`src/rtl/barrel_pkg.sv`:
```
package barrel_pkg;
  localparam int unsigned DATA_W = 32;
  localparam int unsigned AMT_W  = $clog2(DATA_W);

  typedef enum logic [1:0] {
    MODE_SLL = 2'b00,
    MODE_SRL = 2'b01,
    MODE_SRA = 2'b10,
    MODE_ROL = 2'b11
  } shift_mode_e;
endpackage

```
`src/rtl/barrel_mode_decode.sv`:
```
module barrel_mode_decode
  import barrel_pkg::*;
(
  input  logic [1:0] mode_i,
  input  logic       sign_i,
  output logic       left_o,
  output logic       rotate_o,
  output logic       fill_o
);
  shift_mode_e mode;
  assign mode = shift_mode_e'(mode_i);

  always_comb begin
    left_o   = (mode == MODE_SLL) || (mode == MODE_ROL);
    rotate_o = (mode == MODE_ROL);
    fill_o   = (mode == MODE_SRA) && sign_i;
  end
endmodule

```
`src/rtl/barrel_stage.sv`:
```
module barrel_stage #(
  parameter int unsigned WIDTH = 32,
  parameter int unsigned DIST  = 1
) (
  input  logic             en_i,
  input  logic             left_i,
  input  logic             rotate_i,
  input  logic             fill_i,
  input  logic [WIDTH-1:0] data_i,
  output logic [WIDTH-1:0] data_o
);
  logic [DIST-1:0] low_fill;
  assign low_fill = rotate_i ? data_i[WIDTH-1 -: DIST] : {DIST{1'b0}};

  always_comb begin
    if (!en_i)        data_o = data_i;
    else if (left_i)  data_o = {data_i[WIDTH-DIST-1:0], low_fill};
    else              data_o = {{DIST{fill_i}}, data_i[WIDTH-1:DIST]};
  end

  always_comb begin
    if (!en_i) AST_STAGE_BYPASS: assert (data_o == data_i);
  end
endmodule

```
`src/rtl/barrel_shifter.sv`:
```
module barrel_shifter
  import barrel_pkg::*;
#(
  parameter int unsigned WIDTH = DATA_W,
  localparam int unsigned SW   = $clog2(WIDTH)
) (
  input  logic [WIDTH-1:0] data_i,
  input  logic [SW-1:0]    amount_i,
  input  logic [1:0]       mode_i,
  output logic [WIDTH-1:0] result_o
);
  logic left, rotate, fill;
  logic [WIDTH-1:0] stage_q [SW+1];

  barrel_mode_decode u_dec (
    .mode_i   (mode_i),
    .sign_i   (data_i[WIDTH-1]),
    .left_o   (left),
    .rotate_o (rotate),
    .fill_o   (fill)
  );

  assign stage_q[0] = data_i;

  for (genvar k = 0; k < SW; k++) begin : g_stage
    barrel_stage #(.WIDTH(WIDTH), .DIST(1 << k)) u_stage (
      .en_i     (amount_i[k]),
      .left_i   (left),
      .rotate_i (rotate),
      .fill_i   (fill),
      .data_i   (stage_q[k]),
      .data_o   (stage_q[k+1])
    );
  end

  assign result_o = stage_q[SW];

  logic [WIDTH-1:0] low_mask, high_mask;
  assign low_mask  = ~({WIDTH{1'b1}} << amount_i);
  assign high_mask = ~({WIDTH{1'b1}} >> amount_i);

  always_comb begin
    if (amount_i == '0) AST_ZERO_PASS: assert (result_o == data_i);
    if (mode_i == 2'b00) AST_SLL_LOW_ZERO: assert ((result_o & low_mask) == '0);
    if (mode_i == 2'b01) AST_SRL_HIGH_ZERO: assert ((result_o & high_mask) == '0);
    if (mode_i == 2'b10) AST_SRA_SIGN_KEPT: assert (result_o[WIDTH-1] == data_i[WIDTH-1]);
    if (mode_i == 2'b11) AST_ROL_POPCOUNT: assert ($countones(result_o) == $countones(data_i));
  end
endmodule

```
`config.mk`:
```
export PLATFORM = sky130hd
export DESIGN_NAME = barrel_shifter
export DESIGN_NICKNAME = d
export VERILOG_FILES = /design/src/rtl/barrel_pkg.sv /design/src/rtl/barrel_mode_decode.sv /design/src/rtl/barrel_stage.sv /design/src/rtl/barrel_shifter.sv
export SDC_FILE = /design/constraint.sdc
export NUM_CORES = 1
export LEC_CHECK = 0
export ABC_AREA = 1
export BUFFER_PORTS_ARGS = -buffer_cell sky130_fd_sc_hd__buf_2
export CAP_MARGIN = 20
export CORE_ASPECT_RATIO = 1.25
export CORE_MARGIN = 2
export CORE_UTILIZATION = 60
export DETAILED_ROUTE_END_ITERATION = 8
export GPL_TIMING_DRIVEN = 0
export PLACE_DENSITY_LB_ADDON = 0.3
export SYNTH_ARGS = -nofsm -noshare
export SYNTH_HDL_FRONTEND = slang
export SYNTH_SLANG_ARGS = --single-unit
```
`constraint.sdc`:
```
create_clock -name vclk -period 5.4
set_input_delay 1.08 -clock vclk [all_inputs]
set_output_delay 1.08 -clock vclk [all_outputs]
set_load 0.01 [all_outputs]
```
==> metrics.md <==
| Metric | Value |
|---|---|
| Final Critical Period | ~4.4 ns |
| Top cell type's share of synthesized area | 0.3217 |
| Initial Utilization | 0.6095 |
| Buffers on Ports | between 60 and 70 |
| Slew Viols, Final | 0 |
| Final Hold Viols | 0 |
| Top-count cell post-synth | nand2_1 |
| Min-delay worst type | in2out |
| Setup TNS | 0 ns |
| Layout sequential cell count | 0 |
| Final Wtd Congestion | between 1 and 1.5 |
| Initial antenna violation count | 0 |
| Chip width | roughly 79 µm |
| Core Box Area | slightly below 7000 µm² |
| List of most frequent post-synthesis cells | 344 x nand2_1, 270 x nand3_1, 55 x nand3_2, 20 x buf_6, 18 x buf_2 |
| Final layout net count | around 900 |
| Cells after DPL | slightly below 1,000 |
| P per Cell Area | 152.5 nW/µm² |
| Clkbuf count | 0 |
| Crit path launch | mode_i[0] |
| Synth top area cells | nand3_1 32%, nand2_1 31%, nand3_2 13% |
| Area grow syn2layout | 10.55% |
| Syn Nets | between 800 and 900 |
| Final worst setup slack | 1.045 ns |
| Global Route Usage Sum | 0.4472 |
| Diodes inserted | 0 |
| CTS Hold Bufs | 0 |
| Worst-path fanout max | 10 |
| WHS Path Cells | 3 |
| DR vias | ~6,000 |
| Sequential share of the synthesized area | 0 |
| CP Launch Type | primary input |
| Via-to-Cell Ratio | about 6.4 |
| Worst-Margin Slew | just over 0.6 ns |
| Drt drc | 0 |
| Vias in the first global route | 5,663 |
| Slew headroom | 0.5907 |
| Detailed Route Iter0 Violations | 766 |
| Share of layout cells above drive strength 1 | 0.2290 |
| Post-DRT Antenna Nets | 0 |
| First-pass GRT wire length | 27,980 µm |
| Finished Cell Area | roughly 4600 µm² |
| WL final | 17,440 µm |
| Area of all sequential standard cells | 0 µm² |
| I/O pin count | 71 |
| Cell Area, Synth | between 4000 and 5000 µm² |
| Worst Path Class, Setup | in2out |
| RSZ-0062 raised after global routing | no |
| Hpwl dp | about 14,000 µm |
| Max Freq | roughly 230 MHz |
| Mapped Cells | slightly above 800 |
| Cell variety after synth | 26 |
| Status | finished clean |
| Final Setup Violations | 0 |
| CP Data Arrival Time | 3.28 ns |
| Post-place setup slack | ~1.1 ns |
| Max Cap Viol | 0 |
| Filler cells | between 600 and 700 |
| DR pass1 iterations | 9 |
| Non-filler cells, final | 972 |
| Pin count of the biggest net entering global routing | 11 |
| Congestion Overflow GR | 0 |
| Final period util | 0.8066 |
| Syn Area/Cell | about 5.1 µm² |
| Yosys top cell by area | nand3_1 |
| # Post-CTS Setup Buffers | 0 |
| Peak VDD IR | between 0.1 and 0.15 mV |
| End of the critical path | result_o[13] |
| Die Span Y | 97.55 µm |
| Area of placed instances | between 4000 and 5000 µm² |
| Syn. warnings | 0 |
| Required time of the critical path | around 4.3 ns |
| FP Rows | 34 |
| Post-CTS sizing | 0 |
| DIE AREA | around 7700 µm² |
| Wire per inst | roughly 18 µm |
| CP Capture Type | primary output |
| Lkg Pwr | between 2 and 3 nW |
==> worst max-delay path, stage by stage <==
cell and delay (ns):
buf_2 0.10, inv_1 0.04, ha_1 0.29, buf_6 0.14, inv_6 0.06, buf_6 0.14
nand3_2 0.11, nand2_1 0.11, nand3_1 0.14, nand3_1 0.14, nand3_1 0.08, nand3_1 0.11
nand3_1 0.18, nand2_1 0.14, nand2_1 0.08, nand2_1 0.10, nand2_1 0.05, nand2_1 0.06
buf_2 0.12
==> routing by layer <==
metal  up-vias  wire length [µm]  part of all wire  global-route usage
met5         -                 0                 0                   0
met4         0              1470             0.084              0.2931
li1       2879                 -                 -                   -
met3       125              1550             0.089             0.04647
met2       481              7847              0.45              0.7502
met1      2693              6569              0.38              0.5309
==> area by class of cell <==
class,count,area (µm²),share of cell area
Timing Repair Buffer,66,330.3,0.07114
Buffer,63,496.7,0.1070
Tap cell,90,112.6,0.02425
Multi-Input combinational cell,740,3650,0.7860
Inverter,13,53.80,0.01159
==> placed cells by master (no fill, tap or decap), types with 6 or more instances in the layout <==
master and instances:
nand2_1 344, nand3_1 270, buf_2 84, nand3_2 55, buf_6 20, or2_1 17
o21ai_1 13, buf_4 12, nand2_2 12, inv_1 9, clkbuf_1 8, or2_4 6
==> how the worst min path moves through the flow <==
stage                              end        start  slack (ns)
after floorplan           result_o[10]  amount_i[4]        2.44
after detailed placement   result_o[5]  amount_i[4]        2.57
after global placement    result_o[10]  amount_i[4]        2.56
final                      result_o[3]  amount_i[4]        2.58
after CTS                  result_o[5]  amount_i[4]        2.57
after global routing      result_o[10]  amount_i[4]        2.59
==> power by group <==
group / internal [W] / switching (W) / total, W / leakage [nW]
clock: 0 / 0 / 0 / 0
combinational: 0.000242 / 0.000466 / 0.000708 / 2.57
sequential: 0 / 0 / 0 / 0
==> stage by stage <==
step	total power, W	util	hold WS (ns)
global placement	0.0006654	0.6737	2.558
global route	0.0007688	0.6737	2.592
finish	0.0007079	0.6737	2.577
detailed placement	0.0006793	0.6737	2.574
CTS	0.0006810	0.6737	2.571
floorplan	0.0004906	-	2.440
==> cell families after synthesis <==
family                     synth area share
AOI/OAI and AO/OA                   0.03515
adders and majority gates          0.005957
and+or+nand+nor                      0.8278
buffers and inverters                0.1311
No activity file was read; power rests on OpenSTA's default activity.
